**src/rtl/dtc_ptr.sv**
```systemverilog
module dtc_ptr #(
    parameter int DEPTH = 8,
    parameter int AW    = $clog2(DEPTH)
) (
    input  logic          clk,
    input  logic          rst_n,
    input  logic          flush_i,
    input  logic          enq_req_i,
    input  logic          deq_req_i,
    output logic [AW-1:0] wr_ptr_o,
    output logic [AW-1:0] rd_ptr_o,
    output logic          enq_ok_o,
    output logic          deq_ok_o,
    output logic          ovf_o,
    output logic          unf_o,
    output logic          full_o
);

    localparam logic [AW:0]   FULL_CNT = (AW+1)'(DEPTH);
    localparam logic [AW-1:0] LAST_PTR = AW'(DEPTH - 1);

    typedef struct packed {
        logic [AW-1:0] wr;
        logic [AW-1:0] rd;
        logic [AW:0]   cnt;
    } ptr_state_t;

    ptr_state_t st_d, st_q;
    logic empty, full, enq_ok, deq_ok;

    always_comb begin
        empty  = (st_q.cnt == '0);
        full   = (st_q.cnt == FULL_CNT);
        deq_ok = deq_req_i && !empty;
        enq_ok = enq_req_i && (!full || deq_ok);

        st_d = st_q;
        if (flush_i) begin
            st_d = '0;
        end else begin
            if (enq_ok)
                st_d.wr = (st_q.wr == LAST_PTR) ? '0 : st_q.wr + 1'b1;
            if (deq_ok)
                st_d.rd = (st_q.rd == LAST_PTR) ? '0 : st_q.rd + 1'b1;
            st_d.cnt = st_q.cnt + {{AW{1'b0}}, enq_ok} - {{AW{1'b0}}, deq_ok};
        end
    end

    always_ff @(posedge clk or negedge rst_n) begin
        if (!rst_n) st_q <= '0;
        else        st_q <= st_d;
    end

    assign wr_ptr_o = st_q.wr;
    assign rd_ptr_o = st_q.rd;
    assign enq_ok_o = enq_ok;
    assign deq_ok_o = deq_ok;
    assign ovf_o    = enq_req_i && !enq_ok;
    assign unf_o    = deq_req_i && empty;
    assign full_o   = full;

    AST_COUNT_BOUND: assert property (@(posedge clk) disable iff (!rst_n)
        st_q.cnt <= FULL_CNT);

    AST_PTR_GAP: assert property (@(posedge clk) disable iff (!rst_n)
        ((int'(st_q.wr) - int'(st_q.rd) + DEPTH) % DEPTH) == (int'(st_q.cnt) % DEPTH));

endmodule

```
**config.mk**
```make
export PLATFORM = sky130hd
export DESIGN_NAME = dtc_ptr
export DESIGN_NICKNAME = d
export VERILOG_FILES = /design/src/rtl/dtc_ptr.sv
export SDC_FILE = /design/constraint.sdc
export NUM_CORES = 1
export LEC_CHECK = 0
export CAP_MARGIN = 20
export CORE_MARGIN = 3
export CORE_UTILIZATION = 47
export CTS_CLUSTER_DIAMETER = 80
export DETAILED_ROUTE_END_ITERATION = 10
export DONT_BUFFER_PORTS = 1
export PLACE_DENSITY = 0.65
export SETUP_SLACK_MARGIN = 0.15
export SLEW_MARGIN = 20
export SYNTH_ARGS = -nofsm -noshare
export SYNTH_HDL_FRONTEND = slang
export SYNTH_SLANG_ARGS = --single-unit
```
**constraint.sdc**
```tcl
create_clock -name clk -period 2.7 [get_ports clk]
set_input_delay 0.54 -clock clk [delete_from_list [all_inputs] [get_ports clk]]
set_output_delay 0.54 -clock clk [all_outputs]
set_load 0.1 [all_outputs]
```
==> impl_metrics.csv <==
group,metric,value,unit
power_and_ir_drop,ir_worst_vdd,0.608,mV
cells_and_area,num-fill-cells,138,
cells_and_area,antenna_cells,0,
min_path,holdPathStages,1,
run_status,outcome,"finished clean",
critical_path,ff2ff_path_depth,8,
placed_design,dpl_cell_area,913,um^2
critical_path,slowest_delay,390,ps
power_and_ir_drop,combPwrFrac,69.2,%
synth,synth_cells,81,
synth,synth_area,817,um^2
synth,synth_largest_area_cell,"dfrtp_1",
route,drtIter0Drc,8,
cts,post_cts_resized,0,
synth,ys_seq_area_share,30.6,%
min_path,hold_end,"st_q[2]",
min_path,hp-class,"primary input to register",
power_and_ir_drop,power.switching,582,uW
grt,overflow,0,
synth,synth_nets,97,
route,drt-total-wl,1.42,mm
cts,cts_tree,"done",
critical_path,rr_endpoint,"st_q[1]",
synth,yosysTopAreaCellShare,30.6,%
floorplan,io_pins,16,
timing,setup-tns-final,0,ps
critical_path,arrival,1700,ps
critical_path,r2r-start,"st_q[3]",
timing,fmax,447,MHz
cells_and_area,fin_area,946,um^2
cells_and_area,areaGrowthSynthToFinish,15.8,%
cells_and_area,drive_gt1_share,30.2,%
placed_design,dpl_worst_slack,709,ps
cts,root_buffer,"clkbuf_4",
timing,setup_ws,463,ps
timing,slew_violations,0,
cells_and_area,multi_input_area,529,um^2
timing,fin_crit,2240,ps
synth,ys_ff_latch,10,
grt,grt_max_degree,22,
critical_path,critPathMaxFanout,5,
floorplan,rows,14,
grt,antenna_found_initial,0,
timing,setup-violations-final,0,
critical_path,required,2160,ps
critical_path,crit_chain,"inv_1 > ha_1 > a21boi_4 > buf_4 > nor2_4 > buf_12",
timing,rsz0062_at_grt,"no",
route,wl_per_cell,13.9,um
route,viasPerCell,5.53,
route,dr.pass1.iters,4,
grt,grt_use_total,14.8,%
cts,cts_made_buffers,3,
power_and_ir_drop,internal_power,472,uW
critical_path,crit_path_top_delay_cell,"dfrtp_1",
power_and_ir_drop,swShare,55.2,%
critical_path,critPathKind,"register to output port",
placed_design,gp_congestion,0.715,
synth,ys_warn_count,0,
critical_path,cp-start-kind,"register",
min_path,hp-start,"flush_i",
cells_and_area,instances_no_fill,102,
floorplan,coreArea,1580,um^2
power_and_ir_drop,leakage,0.447,nW
power_and_ir_drop,clkPwrFrac,9.5,%
cts,clock_latency,260,ps
floorplan,start_util,51.8,%
route,num_vias,564,
cells_and_area,register_area,250,um^2
synth,synth_cell_types,30,
cts,postCtsHoldBufs,1,
critical_path,crit_path_end_kind,"output port",
cells_and_area,nets,104,
cells_and_area,final_util,60.0,%
flow_run,drv_cap,0,
cts,clk_path_buf_depth,2,
power_and_ir_drop,seq_power_share,21.3,%
synth,synth_common_cells,"dfrtp_1, ha_1, inv_1, buf_4, nand2b_1",
timing,worst_slew_pin_slew,503,ps
timing,fin_crit_sh,82.9,%
placed_design,port-buffer-count,0,
floorplan,die_area,2270,um^2
route,drc,0,
cts,htree_levels,1,
route,antenna_left,0,
floorplan,die_h,47.7,um
floorplan,die_w,47.7,um
cts,post_cts_buffers,0,
critical_path,r2r_setup_slack,720,ps
synth,synthTopCellsByArea,"dfrtp_1, ha_1, buf_4",
synth,syn_area_per_cell,10.1,um^2
placed_design,placedCellCount,98,
grt,grt_pass1_vias,547,
synth,synth_edf_count,0,
cts,clk_pin_slew,60,ps
grt,grt_first_pass_wirelength,2.37,mm
power_and_ir_drop,pwr_density_cell,1120,nW/um^2
timing,skew,0.657,ps
synth,synthFlopType,"dfrtp_1",
timing,hold_viol_final,0,
cts,cts_sinks,10,
timing,slew-limit-headroom,66.7,%
synth,synthArstFlopShare,100,%
placed_design,dp_hpwl,1.08,mm
area by class of cell:
type | count | share of cell area [%]
flip-flops and latches | 10 | 26.5
inverters | 7 | 2.78
clock buffers | 3 | 2.38
well taps | 16 | 2.12
repair buffers | 11 | 10.3
multi-input cells | 55 | 56.0
cell usage in the layout, fill, tap and decap left out, types with 2 or more instances in the layout:
cell | netlist | layout
nand4b_1 | 3 | 3
ha_4 | 0 | 2
inv_1 | 7 | 6
a2bb2oi_1 | 2 | 2
a21oi_1 | 2 | 2
clkbuf_4 | 0 | 3
a21boi_4 | 1 | 2
and4bb_2 | 2 | 2
nand3_1 | 3 | 3
dfrtp_1 | 10 | 10
nor2_1 | 4 | 3
ha_1 | 10 | 8
nor2b_1 | 3 | 3
nand3b_1 | 2 | 2
mux2i_1 | 2 | 2
buf_4 | 6 | 9
nand2_1 | 3 | 3
nand2b_1 | 6 | 6
layer usage:
| metal | vias up | global-route usage, % | share of wire (%) |
|---|---|---|---|
| met5 | - | 0 | 0 |
| met4 | 0 | 3.23 | 0.99 |
| met3 | 2 | 6.77 | 5.8 |
| met2 | 13 | 22.4 | 43 |
| met1 | 262 | 19.4 | 50 |
| li1 | 287 | - | - |
state kept, by name, indices dropped and copies added (netlist names):
register and count:
rd_ptr_o 3, st_q 4, wr_ptr_o 3
worst max-delay path: cells and delay by family (launching register included):
kind | cells | cell delay (ps)
buf+inv | 3 | 590
flops | 1 | 390
fa+ha+maj | 1 | 240
compound gates | 1 | 160
simple gates | 1 | 60
power groups by stage:
stage / sequential [mW] / clock [mW] / combinational [mW]
finish: 0.225 / 0.0998 / 0.730
detailed placement: 0.228 / 0 / 0.732
floorplan: 0.230 / 0 / 0.643
global placement: 0.228 / 0 / 0.726
CTS: 0.225 / 0.105 / 0.738
global route: 0.228 / 0.114 / 0.793
logic make-up after synthesis:
kind of cell | share of synthesized area (%)
DFF | 30.6
adders and majority gates | 17.8
buffers and inverters | 10.3
xor gates and xnor gates | 1.07
muxes | 3.83
AOI/OAI and AO/OA | 10.1
and+or+nand+nor | 26.3
worst max-delay path by stage:
stage / to / start / cells after the start / slack [ps]
2_1_floorplan: st_q[1] / st_q[2] / 7 / -280
3_3_place_gp: st_q[1] / st_q[3] / 8 / 740
3_5_place_dp: st_q[1] / st_q[3] / 8 / 710
4_1_cts: ovf_o / st_q[3] / 6 / 440
5_1_grt: ovf_o / st_q[3] / 6 / 390
6_report: ovf_o / st_q[3] / 6 / 460
stage by stage:
step / hold slack, ps / total power, mW
after floorplan: 244 / 0.873
after global placement: 245 / 0.954
after detailed placement: 245 / 0.960
after CTS: 327 / 1.07
after global routing: 323 / 1.13
final: 339 / 1.05
Power figures use the tool's default switching activity.
